--- src/rtl/i2c_rs_pkg.sv ---
package i2c_rs_pkg;

    typedef enum logic [2:0] {
        ST_IDLE,
        ST_RX,
        ST_ACK,
        ST_TX,
        ST_MACK
    } fsm_e;

    typedef enum logic [1:0] {
        PH_ADDR,
        PH_PTR,
        PH_DATA
    } phase_e;

endpackage

--- src/rtl/i2c_rs_sync.sv ---
module i2c_rs_sync #(
    parameter int W      = 2,
    parameter int STAGES = 2
) (
    input  logic         clk,
    input  logic         rst_n,
    input  logic [W-1:0] async_i,
    output logic [W-1:0] sync_o
);
    logic [W-1:0] stg_q [STAGES];
    logic [W-1:0] stg_d [STAGES];

    always_comb begin
        stg_d[0] = async_i;
        for (int i = 1; i < STAGES; i++) begin
            stg_d[i] = stg_q[i-1];
        end
    end

    always_ff @(posedge clk or negedge rst_n) begin
        if (!rst_n) begin
            for (int i = 0; i < STAGES; i++) begin
                stg_q[i] <= '1;
            end
        end else begin
            for (int i = 0; i < STAGES; i++) begin
                stg_q[i] <= stg_d[i];
            end
        end
    end

    assign sync_o = stg_q[STAGES-1];
endmodule

--- src/rtl/i2c_rs_cond.sv ---
module i2c_rs_cond (
    input  logic clk,
    input  logic rst_n,
    input  logic scl_s_i,
    input  logic sda_s_i,
    output logic scl_rise_o,
    output logic scl_fall_o,
    output logic start_o,
    output logic stop_o
);
    logic scl_p_q, scl_p_d;
    logic sda_p_q, sda_p_d;

    always_comb begin
        scl_p_d = scl_s_i;
        sda_p_d = sda_s_i;
    end

    always_ff @(posedge clk or negedge rst_n) begin
        if (!rst_n) begin
            scl_p_q <= 1'b1;
            sda_p_q <= 1'b1;
        end else begin
            scl_p_q <= scl_p_d;
            sda_p_q <= sda_p_d;
        end
    end

    assign scl_rise_o = scl_s_i & ~scl_p_q;
    assign scl_fall_o = ~scl_s_i & scl_p_q;
    assign start_o    = scl_s_i & scl_p_q & sda_p_q & ~sda_s_i;
    assign stop_o     = scl_s_i & scl_p_q & ~sda_p_q & sda_s_i;
endmodule

--- src/rtl/i2c_rs_regs.sv ---
module i2c_rs_regs #(
    parameter int NREG = 6,
    parameter int PW   = 3
) (
    input  logic              clk,
    input  logic              rst_n,
    input  logic              we_i,
    input  logic [PW-1:0]     waddr_i,
    input  logic [7:0]        wdata_i,
    input  logic [PW-1:0]     raddr_i,
    output logic [7:0]        rdata_o,
    output logic [NREG*8-1:0] regs_o
);
    logic [7:0] mem_q [NREG];
    logic [7:0] mem_d [NREG];

    for (genvar g = 0; g < NREG; g++) begin : g_loc
        always_comb begin
            mem_d[g] = (we_i && waddr_i == PW'(g)) ? wdata_i : mem_q[g];
        end

        always_ff @(posedge clk or negedge rst_n) begin
            if (!rst_n) mem_q[g] <= '0;
            else        mem_q[g] <= mem_d[g];
        end

        assign regs_o[g*8 +: 8] = mem_q[g];
    end

    always_comb begin
        rdata_o = '0;
        for (int i = 0; i < NREG; i++) begin
            if (raddr_i == PW'(i)) rdata_o = mem_q[i];
        end
    end
endmodule

--- src/rtl/i2c_regslave.sv ---
module i2c_regslave #(
    parameter logic [6:0] SLV_ADDR    = 7'h68,
    parameter int         NREG        = 6,
    parameter int         SYNC_STAGES = 2
) (
    input  logic              clk,
    input  logic              rst_n,
    input  logic              scl_i,
    input  logic              sda_i,
    input  logic              pwr_fail_i,
    output logic              sda_oe_o,
    output logic [NREG*8-1:0] regs_o
);
    import i2c_rs_pkg::*;

    localparam int PW = (NREG > 1) ? $clog2(NREG) : 1;

    typedef struct packed {
        fsm_e          state;
        phase_e        phase;
        logic [3:0]    bitcnt;
        logic [7:0]    shreg;
        logic          rw;
        logic          mack;
        logic [PW-1:0] ptr;
        logic          sda_oe;
    } slv_st_t;

    slv_st_t st_q, st_d;

    logic [1:0]    sync_w;
    logic          scl_s, sda_s;
    logic          ev_rise, ev_fall, ev_start, ev_stop;
    logic          wr_en;
    logic [7:0]    rd_data;
    logic [PW-1:0] ptr_w;

    function automatic logic [PW-1:0] ptr_next(input logic [PW-1:0] p);
        return (p == PW'(NREG - 1)) ? '0 : p + 1'b1;
    endfunction

    function automatic logic [PW-1:0] ptr_load(input logic [7:0] b);
        return (int'(b) < NREG) ? b[PW-1:0] : '0;
    endfunction

    i2c_rs_sync #(.W(2), .STAGES(SYNC_STAGES)) sync_i (
        .clk     (clk),
        .rst_n   (rst_n),
        .async_i ({scl_i, sda_i}),
        .sync_o  (sync_w)
    );
    assign scl_s = sync_w[1];
    assign sda_s = sync_w[0];

    i2c_rs_cond cond_i (
        .clk        (clk),
        .rst_n      (rst_n),
        .scl_s_i    (scl_s),
        .sda_s_i    (sda_s),
        .scl_rise_o (ev_rise),
        .scl_fall_o (ev_fall),
        .start_o    (ev_start),
        .stop_o     (ev_stop)
    );

    i2c_rs_regs #(.NREG(NREG), .PW(PW)) regs_i (
        .clk     (clk),
        .rst_n   (rst_n),
        .we_i    (wr_en),
        .waddr_i (st_q.ptr),
        .wdata_i (st_q.shreg),
        .raddr_i (st_q.ptr),
        .rdata_o (rd_data),
        .regs_o  (regs_o)
    );

    always_comb begin
        st_d  = st_q;
        wr_en = 1'b0;
        if (pwr_fail_i) begin
            st_d.state  = ST_IDLE;
            st_d.sda_oe = 1'b0;
        end else if (ev_start) begin
            st_d.state  = ST_RX;
            st_d.phase  = PH_ADDR;
            st_d.bitcnt = '0;
            st_d.sda_oe = 1'b0;
        end else if (ev_stop) begin
            st_d.state  = ST_IDLE;
            st_d.sda_oe = 1'b0;
        end else begin
            unique case (st_q.state)
                ST_RX: begin
                    if (ev_rise) begin
                        st_d.shreg  = {st_q.shreg[6:0], sda_s};
                        st_d.bitcnt = st_q.bitcnt + 4'd1;
                    end else if (ev_fall && st_q.bitcnt == 4'd8) begin
                        st_d.bitcnt = '0;
                        unique case (st_q.phase)
                            PH_ADDR: begin
                                if (st_q.shreg[7:1] == SLV_ADDR) begin
                                    st_d.rw     = st_q.shreg[0];
                                    st_d.sda_oe = 1'b1;
                                    st_d.state  = ST_ACK;
                                end else begin
                                    st_d.state  = ST_IDLE;
                                end
                            end
                            PH_PTR: begin
                                st_d.ptr    = ptr_load(st_q.shreg);
                                st_d.sda_oe = 1'b1;
                                st_d.state  = ST_ACK;
                            end
                            default: begin
                                wr_en       = 1'b1;
                                st_d.ptr    = ptr_next(st_q.ptr);
                                st_d.sda_oe = 1'b1;
                                st_d.state  = ST_ACK;
                            end
                        endcase
                    end
                end
                ST_ACK: begin
                    if (ev_fall) begin
                        st_d.bitcnt = '0;
                        if (st_q.phase == PH_ADDR && st_q.rw) begin
                            st_d.shreg  = rd_data;
                            st_d.ptr    = ptr_next(st_q.ptr);
                            st_d.sda_oe = ~rd_data[7];
                            st_d.state  = ST_TX;
                        end else begin
                            st_d.sda_oe = 1'b0;
                            st_d.state  = ST_RX;
                            st_d.phase  = (st_q.phase == PH_ADDR) ? PH_PTR : PH_DATA;
                        end
                    end
                end
                ST_TX: begin
                    if (ev_fall) begin
                        if (st_q.bitcnt == 4'd7) begin
                            st_d.sda_oe = 1'b0;
                            st_d.state  = ST_MACK;
                        end else begin
                            st_d.shreg  = {st_q.shreg[6:0], 1'b0};
                            st_d.sda_oe = ~st_q.shreg[6];
                            st_d.bitcnt = st_q.bitcnt + 4'd1;
                        end
                    end
                end
                ST_MACK: begin
                    if (ev_rise) begin
                        st_d.mack = ~sda_s;
                    end else if (ev_fall) begin
                        if (st_q.mack) begin
                            st_d.shreg  = rd_data;
                            st_d.ptr    = ptr_next(st_q.ptr);
                            st_d.sda_oe = ~rd_data[7];
                            st_d.bitcnt = '0;
                            st_d.state  = ST_TX;
                        end else begin
                            st_d.state  = ST_IDLE;
                        end
                    end
                end
                default: ;
            endcase
        end
    end

    always_ff @(posedge clk or negedge rst_n) begin
        if (!rst_n) begin
            st_q <= '{state: ST_IDLE, phase: PH_ADDR, bitcnt: '0, shreg: '0,
                      rw: 1'b0, mack: 1'b0, ptr: '0, sda_oe: 1'b0};
        end else begin
            st_q <= st_d;
        end
    end

    assign sda_oe_o = st_q.sda_oe;
    assign ptr_w    = st_q.ptr;
endmodule

--- config.mk ---
export PLATFORM = sky130hd
export DESIGN_NAME = i2c_regslave
export DESIGN_NICKNAME = d
export VERILOG_FILES = /design/src/rtl/i2c_rs_pkg.sv /design/src/rtl/i2c_rs_sync.sv /design/src/rtl/i2c_rs_cond.sv /design/src/rtl/i2c_rs_regs.sv /design/src/rtl/i2c_regslave.sv
export SDC_FILE = /design/constraint.sdc
export NUM_CORES = 1
export LEC_CHECK = 0
export ABC_AREA = 1
export BUFFER_PORTS_ARGS = -buffer_cell sky130_fd_sc_hd__buf_2
export CELL_PAD_IN_SITES_DETAIL_PLACEMENT = 1
export CELL_PAD_IN_SITES_GLOBAL_PLACEMENT = 2
export CORE_MARGIN = 2
export CORE_UTILIZATION = 30
export CTS_CLUSTER_DIAMETER = 30
export CTS_CLUSTER_SIZE = 8
export DETAILED_ROUTE_END_ITERATION = 8
export PLACE_DENSITY = 0.81
export SETUP_SLACK_MARGIN = 0.02
export SYNTH_ARGS = -nofsm -noshare
export SYNTH_HDL_FRONTEND = slang
export SYNTH_HIERARCHICAL = 1
export SYNTH_SLANG_ARGS = --single-unit
--- constraint.sdc ---
create_clock -name clk -period 2.06 [get_ports clk]
set_input_delay 0.206 -clock clk [delete_from_list [all_inputs] [get_ports clk]]
set_output_delay 0.206 -clock clk [all_outputs]
set_load 0.01 [all_outputs]
==> reports/summary.txt <==
Syn_area_per_cell = 7.41 µm²
Drt first pass iters = 4
Post-synth top area cell = dfrtp_1
FFs w/ async S/R, synth = 1.00
Max Freq = 497 MHz
WL/cell = 16.2 µm
Worst Hold Depth = 0
CP delay by family, top = simple AND/OR/NAND/NOR gates
Final ANT Viol Nets = 0
Yosys reg bits = 77
WS Path Type = reg2reg
Final setup viols = 0
Synth cell types = 38
Power per cell area = 774 nW/µm²
CTS max path bufs = 2
Final setup skew = 0.0102 ns
Number of DRC markers in iteration 0 = 178
RSZ-0062 raised after global routing = true
Cells taking the most area after synthesis = dfrtp_1 41%, nand2_1 17%, o21ai_0 6.7%, nand3_1 5.5%, inv_1 5.3%
Max-Cap Viols = 0
Vias per std cell = 4.90
Share of cells above drive strength 1 = 0.255
Combinational Power Share = 0.212
WHS = 0.359 ns
Startpoint class of the critical path = flip-flop
Post-synth top flop = dfrtp_1
DRC errors left = 0
Most common cell after layout, fill and taps aside = nand2_1
HP Class = reg2reg
Post-layout minimum cycle time = 2.01 ns
Ant. Diodes = 0
Max incr delay on CP = 0.38 ns
Core Rows = 43
Final Cycle Share = 0.976
GRT overflow = 0
# IOs = 54
Worst EP arrival = 2.23 ns
GRT met3 Usage = 0.0256
Clock slew at reported path FFs = 0.07 ns
Least-Margin Pin Slew = 0.466 ns
Slew headroom = 0.690
Status = finished clean
Internal = 2.85 mW
Most frequent cells in the layout = 182 x nand2_1, 71 x dfrtp_1, 58 x inv_1
Mapped Area = 4290 µm²
Leakage Power = 2.75 nW
Register-to-Register Path Depth = 13
Hold Vio Cnt, Final = 0
# port buffers = 53
Root Driver = clkbuf_16
Gate Count Post-Synth = 579
Post-DP HPWL = 10400 µm
WP data required = 2.28 ns
Met1 usage = 0.281
Yosys warns = 6
Core ar. = 13900 µm²
First-pass GRT wire length = 22900 µm
Seq pwr share = 0.386
Sequential element share of the synthesized area = 0.451
Initial Utilization = 0.308
Die Ht = 124 µm
IR Drop Worst-Case VDD = 0.404 mV
Total power = 4.25 mW
Synthesized net count = 586
Crit path max fanout = 8
Crit end category = flip-flop
Slew Limit Fails = 0
Net Sw Frac = 0.331
Detailed-route via count = 4205
Share of the synthesized area in the top cell type = 0.414
Routing usage on met2 = 0.307
Final net count = 680
Largest net degree at the start of global routing = 46
Final wirelength = 13900 µm
Number of flops mapped to enable cells by yosys = 0
CTS Buf Count = 9
Vias in the first global route = 4369
Clock latency at the later pin of the worst-skew pair = 0.35 ns
Switching power total = 1.41 mW
GRT Total Usage = 0.197
Busiest grt layer = met2
Synthesis-to-layout area growth = 28.1%
Initial antenna violation count = 0
Cells along the critical path = buf_4 > nand2_1 > nor2_1 > nor2_4 > nand2_2 > nor3_4 > and3_4 > inv_2 > nor2_4 > buf_12 > nand3_4 > nand2_1 > o21ai_0
CP max stage cell = dfstp_2
Clock power frac = 0.403
Die Width = 124 µm
Cell count along the critical path = 13
Full die area = 15300 µm²
Gpl congestion = 0.863
Htree depth = 3
CTS tree = done
Clk sinks = 77
CP bufs+invs = 3
-- timing repair --
action,in CTS,in global routing
resized for setup,14,23
gates cloned,2,0
endpoints found under the hold margin,28,0
hold buffers,3,0
endpoints found under the setup margin,31,69
pin swaps,9,7
buffers inserted,6,1
-- kinds of logic after synthesis --
family	count (synthesis)	synth area share
flip-flops	77	0.451
XOR/XNOR	2	0.00408
adder cells (fa/ha/maj)	2	0.00583
AO/OA/AOI/OAI	71	0.0896
AND/OR/NAND/NOR	346	0.370
buffers and inverters	81	0.0796
-- per-stage QoR --
step | setup slack (ns) | setup TNS (ns) | utilization | cells | area [µm²]
after floorplan | 0.0203 | 0 | - | 579 | 4320
after global placement | 0.00970 | 0 | 0.356 | 830 | 4970
after detailed placement | -0.112 | -1.49 | 0.356 | 830 | 4970
after CTS | 0.00837 | 0 | 0.391 | 857 | 5450
after global routing | -0.0830 | -2.50 | 0.394 | 858 | 5500
final | 0.0485 | 0 | 0.394 | 858 | 5500
-- state kept, by name, summed over array words and instances (netlist names) --
| name | cells |
|---|---|
| cond_i/scl_p_q | 1 |
| st_q | 19 |
| sync_i/sync_o | 2 |
| sync_i/stg_d | 2 |
| sda_oe_o | 1 |
| regs_i/regs_o | 48 |
| ptr_w | 3 |
| cond_i/sda_p_q | 1 |
-- cell type report --
| type | count | area [µm²] |
|---|---|---|
| fill | 1701 | 8440 |
| multi-input combinational | 423 | 2160 |
| sequential | 77 | 1930 |
| timing repair buffer | 93 | 601 |
| inverter | 69 | 264 |
| clock buffer | 10 | 239 |
| tap | 180 | 225 |
| clock inverter | 6 | 76.3 |
-- power groups by stage --
| stage | Combinational (mW) | Clock [mW] | Sequential (mW) |
|---|---|---|---|
| 6_report | 0.902 | 1.71 | 1.64 |
| 5_1_grt | 1.00 | 1.80 | 1.65 |
| 4_1_cts | 0.890 | 1.74 | 1.64 |
| 3_5_place_dp | 0.809 | 0 | 1.67 |
| 3_3_place_gp | 0.789 | 0 | 1.67 |
| 2_1_floorplan | 0.448 | 0 | 1.69 |
-- metal layers --
metal,share of wire,up-vias
met4,0.015,0
li1,-,2050
met1,0.50,2080
met5,0,-
met3,0.025,16
met2,0.46,59
-- synth_stat cells, types with 2 or more instances --
cell,count
o31ai_1,2
ha_1,2
nor2_2,2
dfstp_2,6
nor2_4,4
nor3_1,3
o21ai_0,57
nor3_2,2
nand3_1,47
a21oi_1,4
nand2_1,194
nor3_4,2
inv_1,60
nor2_1,55
buf_6,2
a31oi_1,2
nand2_4,3
buf_4,2
buf_2,8
inv_2,8
dfrtp_1,71
nand2_2,7
nand4_1,21
-- path summary, 6_finish.rpt --
check / from / to / slack, ns
min: sync_i/stg_d[0]$_DFF_PN1_ / sync_i/sync_o[0]$_DFF_PN1_ / 0.36
max reg2reg: cond_i/scl_p_q$_DFF_PN1_ / regs_i/regs_o[18]$_DFFE_PN0P_ / 0.05
min reg2reg: sync_i/stg_d[0]$_DFF_PN1_ / sync_i/sync_o[0]$_DFF_PN1_ / 0.36
max: cond_i/scl_p_q$_DFF_PN1_ / regs_i/regs_o[18]$_DFFE_PN0P_ / 0.05
max in group asynchronous: rst_n / st_q[21]$_DFFE_PN0P_ / 1.07
min in group asynchronous: rst_n / regs_i/regs_o[5]$_DFFE_PN0P_ / 0.37
-- worst register-to-register path, delay by kind of cell (launching register included) --
family | cells | cell delay [ns]
AND/OR/NAND/NOR | 9 | 1.08
flip-flops | 1 | 0.38
buffers and inverters | 3 | 0.33
AO/OA/AOI/OAI | 1 | 0.09
No activity file was read; power rests on OpenSTA's default activity.
